==> src/rtl/hg_pkg.sv <==
package hg_pkg;

  typedef enum logic [1:0] {
    ST_RUN = 2'd0,
    ST_OFF = 2'd1,
    ST_ON  = 2'd2
  } hState_t;

  // Bit positions are visible to software: 2 = range, 1 = static, 0 = enable
  typedef struct packed {
    logic rangeHigh;
    logic staticMode;
    logic enable;
  } cfg_t;

  // Strobes from control to datapath
  typedef struct packed {
    logic cntClr;
    logic useOnLen;
    logic hitClr;
    logic hitSet;
  } strobe_t;

endpackage

==> src/rtl/hg_datapath.sv <==
module hg_datapath
  import hg_pkg::*;
#(
  parameter int OFF_TICKS = 900,
  parameter int ON_TICKS  = 20
) (
  input  logic    clk,
  input  logic    rstN,
  input  logic    tick,
  input  logic    cfgWe,
  input  cfg_t    cfgIn,
  input  logic    otTrip,
  input  logic    otCool,
  input  strobe_t stb,
  output cfg_t    cfgQ,
  output logic    otFlag,
  output logic    winLast,
  output logic    hitSeen
);

  localparam int MAX_TICKS = (OFF_TICKS > ON_TICKS) ? OFF_TICKS : ON_TICKS;
  localparam int CNT_W     = $clog2(MAX_TICKS + 1);
  localparam logic [CNT_W-1:0] OFF_LAST = CNT_W'(OFF_TICKS - 1);
  localparam logic [CNT_W-1:0] ON_LAST  = CNT_W'(ON_TICKS - 1);

  logic [CNT_W-1:0] winCnt;

  // Over-temperature flag with trip/release hysteresis
  always_ff @(posedge clk or negedge rstN) begin
    if (!rstN)        otFlag <= 1'b0;
    else if (otTrip)  otFlag <= 1'b1;
    else if (otCool)  otFlag <= 1'b0;
  end

  // Control register, wiped on trip and held clear while hot
  always_ff @(posedge clk or negedge rstN) begin
    if (!rstN)                  cfgQ <= '0;
    else if (otTrip || otFlag)  cfgQ <= '0;
    else if (cfgWe)             cfgQ <= cfgIn;
  end

  // Window counter in tick pulses
  always_ff @(posedge clk or negedge rstN) begin
    if (!rstN)           winCnt <= '0;
    else if (stb.cntClr) winCnt <= '0;
    else if (tick)       winCnt <= winCnt + 1'b1;
  end

  assign winLast = (winCnt == (stb.useOnLen ? ON_LAST : OFF_LAST));

  // Overload seen during the current on-window
  always_ff @(posedge clk or negedge rstN) begin
    if (!rstN)           hitSeen <= 1'b0;
    else if (stb.hitClr) hitSeen <= 1'b0;
    else if (stb.hitSet) hitSeen <= 1'b1;
  end

  p_cnt_bound_r4: assert property (@(posedge clk) disable iff (!rstN)
    winCnt < CNT_W'(MAX_TICKS));

  p_trip_wipes_r10: assert property (@(posedge clk) disable iff (!rstN)
    otTrip |=> (cfgQ == '0) && otFlag);

  p_hot_holds_r11: assert property (@(posedge clk) disable iff (!rstN)
    (otFlag && !otCool) |=> otFlag && (cfgQ == '0));

endmodule

==> src/rtl/hg_ctrl.sv <==
module hg_ctrl
  import hg_pkg::*;
(
  input  logic    clk,
  input  logic    rstN,
  input  logic    tick,
  input  logic    ovl,
  input  logic    startDone,
  input  logic    otTrip,
  input  logic    otFlag,
  input  cfg_t    cfgQ,
  input  logic    winLast,
  input  logic    hitSeen,
  output strobe_t stb,
  output hState_t state,
  output logic    ovlFlag
);

  hState_t nState;
  logic    nFlag;
  logic    winEnd;

  assign winEnd = tick && winLast;

  always_comb begin
    nState       = state;
    nFlag        = ovlFlag;
    stb          = '0;
    stb.useOnLen = (state == ST_ON);
    if (otTrip || otFlag || !cfgQ.enable || !startDone) begin
      nState     = ST_RUN;
      nFlag      = 1'b0;
      stb.cntClr = 1'b1;
      stb.hitClr = 1'b1;
    end else if (cfgQ.staticMode) begin
      nState     = ST_RUN;
      nFlag      = ovl;
      stb.cntClr = 1'b1;
      stb.hitClr = 1'b1;
    end else begin
      case (state)
        ST_RUN: begin
          stb.cntClr = 1'b1;
          stb.hitClr = 1'b1;
          nFlag      = ovl;
          if (ovl) nState = ST_OFF;
        end
        ST_OFF: begin
          nFlag = 1'b1;
          if (winEnd) begin
            nState     = ST_ON;
            stb.cntClr = 1'b1;
            stb.hitClr = 1'b1;
          end
        end
        ST_ON: begin
          nFlag      = 1'b1;
          stb.hitSet = ovl;
          if (winEnd) begin
            stb.cntClr = 1'b1;
            stb.hitClr = 1'b1;
            if (hitSeen || ovl) begin
              nState = ST_OFF;
            end else begin
              nState = ST_RUN;
              nFlag  = 1'b0;
            end
          end
        end
        default: begin
          nState = ST_RUN;
          nFlag  = 1'b0;
        end
      endcase
    end
  end

  always_ff @(posedge clk or negedge rstN) begin
    if (!rstN) begin
      state   <= ST_RUN;
      ovlFlag <= 1'b0;
    end else begin
      state   <= nState;
      ovlFlag <= nFlag;
    end
  end

  p_flag_in_off_r3: assert property (@(posedge clk) disable iff (!rstN)
    (state == ST_OFF) |-> ovlFlag);

  p_enter_off_r3: assert property (@(posedge clk) disable iff (!rstN)
    (state == ST_RUN && ovl && cfgQ.enable && !cfgQ.staticMode && startDone
     && !otTrip && !otFlag) |=> (state == ST_OFF) && ovlFlag);

  p_static_runs_r8: assert property (@(posedge clk) disable iff (!rstN)
    cfgQ.staticMode |=> (state == ST_RUN));

  p_softstart_quiet_r9: assert property (@(posedge clk) disable iff (!rstN)
    !startDone |=> !ovlFlag && (state == ST_RUN));

endmodule

==> src/rtl/hiccup_guard.sv <==
module hiccup_guard
  import hg_pkg::*;
#(
  parameter int OFF_TICKS = 900,
  parameter int ON_TICKS  = 20
) (
  input  logic       clk,
  input  logic       rstN,
  input  logic       tick,
  input  logic       cfgWe,
  input  logic [2:0] cfgIn,
  input  logic       ovl,
  input  logic       startDone,
  input  logic       otTrip,
  input  logic       otCool,
  output logic       outEn,
  output logic       limitHigh,
  output logic       ovlFlag,
  output logic       otFlag,
  output logic [2:0] cfgQ
);

  cfg_t    cfgReg;
  strobe_t stb;
  hState_t state;
  logic    winLast;
  logic    hitSeen;

  hg_datapath #(.OFF_TICKS(OFF_TICKS), .ON_TICKS(ON_TICKS)) u_dp (
    .clk(clk), .rstN(rstN), .tick(tick),
    .cfgWe(cfgWe), .cfgIn(cfg_t'(cfgIn)),
    .otTrip(otTrip), .otCool(otCool), .stb(stb),
    .cfgQ(cfgReg), .otFlag(otFlag), .winLast(winLast), .hitSeen(hitSeen)
  );

  hg_ctrl u_ctrl (
    .clk(clk), .rstN(rstN), .tick(tick), .ovl(ovl), .startDone(startDone),
    .otTrip(otTrip), .otFlag(otFlag), .cfgQ(cfgReg),
    .winLast(winLast), .hitSeen(hitSeen),
    .stb(stb), .state(state), .ovlFlag(ovlFlag)
  );

  assign outEn     = cfgReg.enable && !otFlag && (state != ST_OFF);
  assign limitHigh = cfgReg.rangeHigh;
  assign cfgQ      = cfgReg;

  p_static_keeps_on_r7: assert property (@(posedge clk) disable iff (!rstN)
    (cfgReg.staticMode && cfgReg.enable && !otFlag && !otTrip && !cfgWe) |=> outEn);

endmodule

==> config.mk <==
export PLATFORM = sky130hd
export DESIGN_NAME = hiccup_guard
export DESIGN_NICKNAME = d
export VERILOG_FILES = /design/src/rtl/hg_pkg.sv /design/src/rtl/hg_datapath.sv /design/src/rtl/hg_ctrl.sv /design/src/rtl/hiccup_guard.sv
export SDC_FILE = /design/constraint.sdc
export NUM_CORES = 1
export LEC_CHECK = 0
export BUFFER_PORTS_ARGS = -buffer_cell sky130_fd_sc_hd__buf_4
export CAP_MARGIN = 20
export CORE_ASPECT_RATIO = 1.1
export CORE_MARGIN = 1.5
export CORE_UTILIZATION = 35
export CTS_CLUSTER_SIZE = 14
export DETAILED_ROUTE_END_ITERATION = 7
export HOLD_SLACK_MARGIN = 0.03
export PLACE_DENSITY = 0.56
export SYNTH_ARGS = -nofsm -noshare
export SYNTH_HDL_FRONTEND = slang
export SYNTH_SLANG_ARGS = --single-unit
==> constraint.sdc <==
create_clock -name clk -period 2.3 [get_ports clk]
set_clock_uncertainty 0.2 [all_clocks]
set_input_delay 0.23 -clock clk [delete_from_list [all_inputs] [get_ports clk]]
set_output_delay 0.23 -clock clk [all_outputs]
set_load 0.005 [all_outputs]
---- After elaboration in Yosys (flattened, before gate mapping) ----
Index checks and enable logic that the tools add are counted.
cells by class
  $add $sub $neg .......................... 1
  eq/ne operators ......................... 7
  muxes and demuxes ....................... 28
  reductions and logical operators ........ 17
operators by type and width
  kind                     count
  $mux W10                 3
  $mux W1                  15
  $add A10 B1 Y10 const B  1
  $eq A10 B10 Y1           1
  $mux W2                  5
  $ne A4 B2 Y1 const B     2
  $reduce_bool A2 Y1       4
  $mux W3                  2
  $pmux W2 S3              1
  $logic_or A1 B1 Y1       4
  $ne A4 B3 Y1 const B     1
  $logic_and A1 B1 Y1      3
  $logic_not A1 Y1         3
  $pmux W1 S3              1
  $reduce_and A3 Y1        1
  $eq A2 B1 Y1 const B     1
  $eq A2 B2 Y1 const B     1
  $logic_not A2 Y1         1
  $ne A2 B1 Y1 const B     1
  $pmux W1 S2              1
  $reduce_or A2 Y1         1
storage, ports and cells
  flip-flop bits (word level) ............. 18
  bits of input ports ..................... 11
  output and inout port bits .............. 7
  logic and storage cells ................. 61

---- Logic depth before layout (Yosys ltp) ----
Gate-level depths: netlist of the first run.
  word-level depth ........................ 9
  mapped depth ............................ 7
  mapped depth without buffers ............ 6

---- By module ----
Synthesis of the first run repeated with hierarchy kept, for this count alone.
unflattened totals
  cell total of the unflattened synthesis .. 108
  area total of the unflattened synthesis .. 1074.8 µm²
by module, submodules not included
  module        instances  cells each  area each (µm²)  sequential area each (µm²)
  hg_datapath   1          73          747.0            375.4
  hg_ctrl       1          32          294.0            75.1
  hiccup_guard  1          3           33.8             0.0

---- Worst setup path before layout of the first run ----
Ideal clock, no wire load.
  path type ............................... reg2reg
  start ................................... register u_ctrl.state[0]
  end ..................................... register u_ctrl.state[0]
  library setup time ...................... 0.125 ns
  arrival time ............................ 1.571 ns
  required time ........................... 1.975 ns
  path slack .............................. 0.404 ns
  cell stages (with the launch flop) ...... 7
  buffers on the path ..................... 0
  clock period less this slack ............ 1.896 ns
  path through ............................ dfrtp_1 -> inv_1 -> ha_1 -> nor4bb_1 -> o32ai_1 -> a21oi_2 -> mux2_4
between the ends
  longest elaborated chain between the ends .. 6
  elaborated cells between the ends (all ways) .. 13
  classes of those cells .................. eq/ne: 6; mux: 4; reduce/logical: 3
RTL lines
  item                                RTL line                      source
  start: declaration                  hg_ctrl.sv:15                 output hState_t state,
  start signal: assignment            hg_ctrl.sv:83                 state <= nState;
  $eq A2 B2 Y1                        hg_ctrl.sv:29, hg_ctrl.sv:41
  $mux W10                            hg_datapath.sv:49             assign winLast = (winCnt == (stb.useOnLen ? ON_LAST : OFF_LAST));
  $eq A10 B10 Y1                      hg_datapath.sv:49
  $logic_and A1 B1 Y1                 hg_ctrl.sv:23                 assign winEnd = tick && winLast;
  $ne A4 B2 Y1 (no source line)       n/a
  $reduce_and A3 Y1 (no source line)  n/a
Parallel ways exist; a longest one is shown, timed or not.
A chain may end at the register's enable or synchronous reset.

---- Final worst setup path of the first run ----
Ends and elaborated chain as after synthesis.

==> results.ini, run 1 <==
[timing]
fin_ws_ns=0.213
period_share=0.908
setup_viol=0
tightest_slew_ns=0.426
period_needed_ns=2.09
fin_tns_setup_ns=0
max_freq_ghz=0.479
rsz0062_at_grt=false
drv_slew=0
final-hold-violation-count=0
relSlewSlack=0.709

[setup_path]
cp.required_ns=2.29
cp-end-kind=register
start_kind=register
crit_arrival_ns=2.08
critical_path_class=reg2reg
path_max_fanout=7

[routing]
drc=0
avgRoutedWirePerCell_um=13.1
drtPass1Iterations=4
detail_route.wirelength_mm=2.04
detail_route.vias_per_cell=5.06
drt_iter0_markers=16
ant_nets=0
num_vias=789

[floorplan]
io_pins=18
row_count=20
fp.coreArea_um2=2800
die_height_um=60.3
die-area_um2=3320
initial_utilization=0.373
dieWidth_um=55.1

[clock_network]
clkLatencyLatePin_ns=0.29
cts_inserted_buffers=3
cts_tree=built
post_cts_buffers=0
htree_num_levels=1
cts_sinks=18
path_clk_slew_ns=0.11
cts.repair.resized=0
root_buffer=clkbuf_4
cts_max_path_buffers=2

[hold_path]
min_path_type=in2reg

[grt]
gr-total-overflow=0
grt_max_degree=19
grt_antenna_before_repair=0
grt_pass1_vias=786
grt_pass1_wl_mm=3.44
grt_util_all_layers=0.146

[logic_synthesis]
synth_area_um2=1040
yosys-top-cells-count=dfrtp_1, nor2_1, xor2_1
yosysUniqueCellTypes=36
ys_warn_count=0
ys_ff_latch=18
syn_area_per_cell_um2=10.2
syn_nets=118
yosysSeqAreaShare=0.431
synth_area_leaders=dfrtp_1, ha_1, nor2_1
synthCells=102
synth-edff-count=0
synth-async-reset-ratio=1.00
synth_top_area_frac=0.431
synthFlopType=dfrtp_1
synth.most_common_cell=dfrtp_1
synth_top_cell_by_area=dfrtp_1

[pwr]
intPower_uw=441
power.static_leakage_uw=0.000562
power_density_nw_per_um2=444
ir_worst_vdd_mv=0.314
switchingPower_uw=120
sw_frac_of_total=0.214
pwr-share-seq=0.576
combPwrFrac=0.081
total_power_uw=561
p_clk_frac=0.343

[placement]
io_buffers=17
post-place-ws_ns=0.236
dp.final_hpwl_mm=1.52
place.gp.congestion=0.810

[layout]
n_fill_cell=285
antennaDiodeCount=0
ff_latch_area_um2=450
nets=140
area_growth_pct=21.0
drive_gt1_frac=0.236
multi_input_area_um2=552

[flow_run]
drv_cap=0

[run_status]
outcome=complete, no violations

[per-layer routing]
layer	vias up	GRT usage	wire length, um
met3	2	0.0300	91
met4	0	0.0627	19
li1	400	-	-
met1	371	0.193	973
met2	16	0.230	960
met5	-	0	0
[kinds of logic (layout without fill, tap and decap cells)]
| kind of cell | Yosys count | in the layout | synth area share |
|---|---|---|---|
| flops | 18 | 18 | 0.431 |
| xor+xnor | 9 | 9 | 0.0755 |
| buf+inv | 9 | 30 | 0.0407 |
| simple gates | 42 | 42 | 0.237 |
| mux | 6 | 6 | 0.0623 |
| fa+ha+maj | 5 | 5 | 0.0599 |
| compound gates | 13 | 13 | 0.0934 |
[power groups by stage]
stage | logic [uW] | registers [uW] | clock network (uW)
2_1_floorplan | 14.9 | 328 | 0
3_3_place_gp | 41.6 | 329 | 0
3_5_place_dp | 42.0 | 329 | 0
4_1_cts | 46.3 | 323 | 204
5_1_grt | 50.3 | 324 | 224
6_report | 45.3 | 323 | 192
[through the flow]
| step | hold slack (ns) | cells | utilization | area [um2] |
|---|---|---|---|---|
| 3_5_place_dp | -0.0822 | 149 | 0.427 | 1200 |
| 4_1_cts | 0.0302 | 156 | 0.451 | 1260 |
| 5_1_grt | 0.0487 | 156 | 0.451 | 1260 |
| 6_report | 0.0359 | 156 | 0.451 | 1260 |
| 2_1_floorplan | -0.266 | 102 | - | 1040 |
| 3_3_place_gp | -0.0829 | 149 | 0.427 | 1200 |
[worst max-delay path, stage by stage, from the launching register on]
cell and delay [ns]:
dfrtp_1 0.39, inv_1 0.08, ha_1 0.27, nor4bb_1 0.37, o32ai_1 0.16, a21oi_2 0.19
mux2_4 0.31
[cell usage in the layout (no fill, tap or decap), types with 4 or more instances in the layout]
master / netlist / layout
dfrtp_1: 18 / 18
inv_1: 5 / 5
ha_1: 5 / 5
nor3_1: 5 / 5
mux2i_1: 5 / 5
buf_4: 2 / 18
nor2_1: 15 / 15
nand3_1: 4 / 4
xor2_1: 6 / 6
[cell type report]
class                   instances  area share
flip-flops and latches         18       0.356
clock buffers                   4      0.0287
inverters                       5      0.0149
repair buffers                 21       0.131
multi-input cells              75       0.437
well taps                      33      0.0327
[flip-flops by register name, summed over array words and instances, names as in the netlist]
register / cells
u_dp.winCnt: 10
u_dp.cfgQ: 3
u_ctrl.state: 2
u_ctrl.ovlFlag: 1
u_dp.hitSeen: 1
u_dp.otFlag: 1
[path summary, 6_finish.rpt]
kind	from	to	slack (ns)	depth (start not counted)
setup / recovery	u_ctrl.state[0]$_DFFE_PN0P_	u_ctrl.state[0]$_DFFE_PN0P_	0.21	6
min in group asynchronous	rstN	u_ctrl.ovlFlag$_DFF_PN0_	0.13	2
hold / removal	ovl	u_dp.hitSeen$_DFFE_PN0P_	0.04	3
max in group asynchronous	rstN	u_dp.winCnt[2]$_DFFE_PN0P_	1.56	2
hold reg to reg	u_dp.hitSeen$_DFFE_PN0P_	u_dp.hitSeen$_DFFE_PN0P_	0.35	2
setup reg to reg	u_ctrl.state[0]$_DFFE_PN0P_	u_ctrl.state[0]$_DFFE_PN0P_	0.21	6
[repair_timing]
action,in CTS,in global routing
hold endpoints to repair,22,0
endpoints found under the setup margin,0,0
hold buffers,3,0
Note: power is estimated with default switching activity, not from simulation.
==> run 2: changes to the inputs <==
--- a/config.mk
+++ b/config.mk
@@ -5,7 +5,7 @@
 export SDC_FILE = /design/constraint.sdc
 export NUM_CORES = 1
 export LEC_CHECK = 0
-export BUFFER_PORTS_ARGS = -buffer_cell sky130_fd_sc_hd__buf_4
+export BUFFER_PORTS_ARGS = -buffer_cell sky130_fd_sc_hd__buf_2
 export CAP_MARGIN = 20
 export CORE_ASPECT_RATIO = 1.1
 export CORE_MARGIN = 1.5
==> results.ini, run 2 (synthesis results as in run 1) <==
[run_status]
outcome=complete, no violations  ; unchanged

[pwr]
pwr-share-seq=0.587  ; was 0.576
p_clk_frac=0.343  ; about the same
total_power_uw=550  ; was 561 uW
intPower_uw=434  ; was 441 uW
sw_frac_of_total=0.210  ; was 0.214
combPwrFrac=0.070  ; was 0.081
power_density_nw_per_um2=450  ; was 444 nW/um2
ir_worst_vdd_mv=0.238  ; was 0.314 mV
switchingPower_uw=116  ; was 120 uW
power.static_leakage_uw=0.000553  ; was 0.000562 uW

[clock_network]
post_cts_buffers=0  ; unchanged
cts.repair.resized=0  ; unchanged
path_clk_slew_ns=0.10  ; was 0.11 ns
cts_max_path_buffers=2  ; unchanged
cts_inserted_buffers=3  ; unchanged
cts-hold-fix-buffers=3  ; unchanged
cts_sinks=18  ; unchanged
clkLatencyLatePin_ns=0.29  ; about the same
htree_num_levels=1  ; unchanged
root_buffer=clkbuf_4  ; unchanged
cts_tree=built  ; unchanged

[routing]
drc=0  ; unchanged
avgRoutedWirePerCell_um=13.0  ; was 13.1 um
ant_nets=0  ; unchanged
drtPass1Iterations=4  ; unchanged
drt_iter0_markers=7  ; was 16
detail_route.vias_per_cell=5.06  ; about the same
num_vias=790  ; was 789
detail_route.wirelength_mm=2.03  ; was 2.04 mm

[grt]
grt_pass1_wl_mm=3.36  ; was 3.44 mm
gr-total-overflow=0  ; unchanged
grt_util_met3=0.0325  ; was 0.0300
grt_antenna_before_repair=0  ; unchanged
grt_use_met2=0.221  ; was 0.230
grt_max_degree=19  ; unchanged
grt_util_all_layers=0.141  ; was 0.146
grt_pass1_vias=761  ; was 786
grt_use_met1=0.181  ; was 0.193
grt-busiest-layer=met2  ; unchanged

[flow_run]
drv_cap=0  ; unchanged

[layout]
nets=140  ; unchanged
area_growth_pct=16.9  ; was 21.0%
mostFrequentLayoutCells=dfrtp_1, buf_2, nor2_1  ; was buf_4, dfrtp_1, nor2_1
layout.cells.non_filler=156  ; unchanged
drive_gt1_frac=0.236  ; unchanged
final_common_cell=dfrtp_1
largestRegisters=u_dp.winCnt (10), u_dp.cfgQ (3), u_ctrl.state (2)  ; unchanged
top_register=u_dp.winCnt  ; unchanged
largest_register_ffs=10  ; unchanged
antennaDiodeCount=0  ; unchanged

[placement]
place.gp.congestion=0.835  ; was 0.810
io_buffers=17  ; unchanged
dp.cells=149  ; unchanged
dp.final_hpwl_mm=1.51  ; was 1.52 mm

[floorplan]
dieWidth_um=55.1  ; unchanged
die_height_um=60.3  ; unchanged
fp.coreArea_um2=2800  ; unchanged
initial_utilization=0.373  ; unchanged
row_count=20  ; unchanged
io_pins=18  ; unchanged
die-area_um2=3320  ; unchanged

[hold_path]
min_path_type=in2reg  ; unchanged
min-delay-start=cfgIn[1]  ; was ovl

[setup_path]
crit_path_top_delay_cell=dfrtp_1  ; unchanged
crit_arrival_ns=2.06  ; was 2.08 ns
worstReg2RegStart=u_ctrl.state[0]$_DFFE_PN0P_  ; unchanged
crit_chain=inv_1 > ha_1 > nor4bb_1 > o32ai_1 > a21oi_2 > mux2_4  ; unchanged
crit_start=u_ctrl.state[0]$_DFFE_PN0P_  ; unchanged
cpPeakStageDelay_ns=0.38  ; was 0.39 ns
path_delay_family=flip-flops  ; unchanged
cp.required_ns=2.28  ; was 2.29 ns
critical_path_class=reg2reg  ; unchanged
path_max_fanout=7  ; unchanged
start_kind=register  ; unchanged
crit_buf_inv=1  ; unchanged
ff2ff_setup_slack_ns=0.23  ; was 0.21 ns
cp-end-kind=register  ; unchanged

[timing]
rsz0062_at_grt=false  ; unchanged
period_share=0.902  ; was 0.908
setup_viol=0  ; unchanged
period_needed_ns=2.07  ; was 2.09 ns
fin_tns_setup_ns=0  ; unchanged
final-hold-violation-count=0  ; unchanged
tightest_slew_ns=0.479  ; was 0.426 ns
max_freq_ghz=0.482  ; was 0.479 GHz
drv_slew=0  ; unchanged
relSlewSlack=0.672  ; was 0.709

-- run 2: power by group through the flow --
stage	clock network, uW	logic (uW)	registers [uW]
2_1_floorplan	0	14.9	328
3_3_place_gp	0	34.6	329
3_5_place_dp	0	35.5	329
4_1_cts	204	39.5	323
5_1_grt	221	44.4	323
6_report	189	38.4	323
-- run 2: layout make-up --
| cell class | instances | area, um2 |
|---|---|---|
| fill | 278 | 1580 |
| multi-input combinational | 75 | 552 |
| sequential | 18 | 450 |
| timing repair buffer | 21 | 123 |
| tap | 33 | 41.3 |
| clock buffer | 4 | 36.3 |
| inverter | 5 | 18.8 |
-- run 2: worst register-to-register path, stage by stage (launching register included) --
cell and delay, ns:
dfrtp_1 0.38, inv_1 0.08, ha_1 0.27, nor4bb_1 0.36, o32ai_1 0.16, a21oi_2 0.20, mux2_4 0.32
-- run 2: stage by stage --
stage / hold WS (ns) / util / worst slack, ns / area, um2
finish: 0.0629 / 0.436 / 0.226 / 1220
global placement: -0.0125 / 0.412 / 0.337 / 1150
global route: 0.0642 / 0.436 / 0.136 / 1220
CTS: 0.0566 / 0.436 / 0.219 / 1220
floorplan: -0.266 / - / 0.404 / 1040
detailed placement: -0.0135 / 0.412 / 0.226 / 1150
-- run 2: final timing paths --
check | endpoint | depth (start not counted)
max reg2reg | u_ctrl.state[0]$_DFFE_PN0P_ | 6
min in group asynchronous | u_ctrl.ovlFlag$_DFF_PN0_ | 2
min | u_dp.cfgQ[1]$_DFFE_PN0P_ | 3
max | u_ctrl.state[0]$_DFFE_PN0P_ | 6
max in group asynchronous | u_dp.winCnt[8]$_DFFE_PN0P_ | 2
min reg2reg | u_dp.winCnt[1]$_DFFE_PN0P_ | 2
-- run 2: per-layer routing --
metal  vias to the layer above  wire (um)
met4                         0         15
met3                         2         87
li1                        399          -
met2                        18        953
met1                       371        969
met5                         -          0
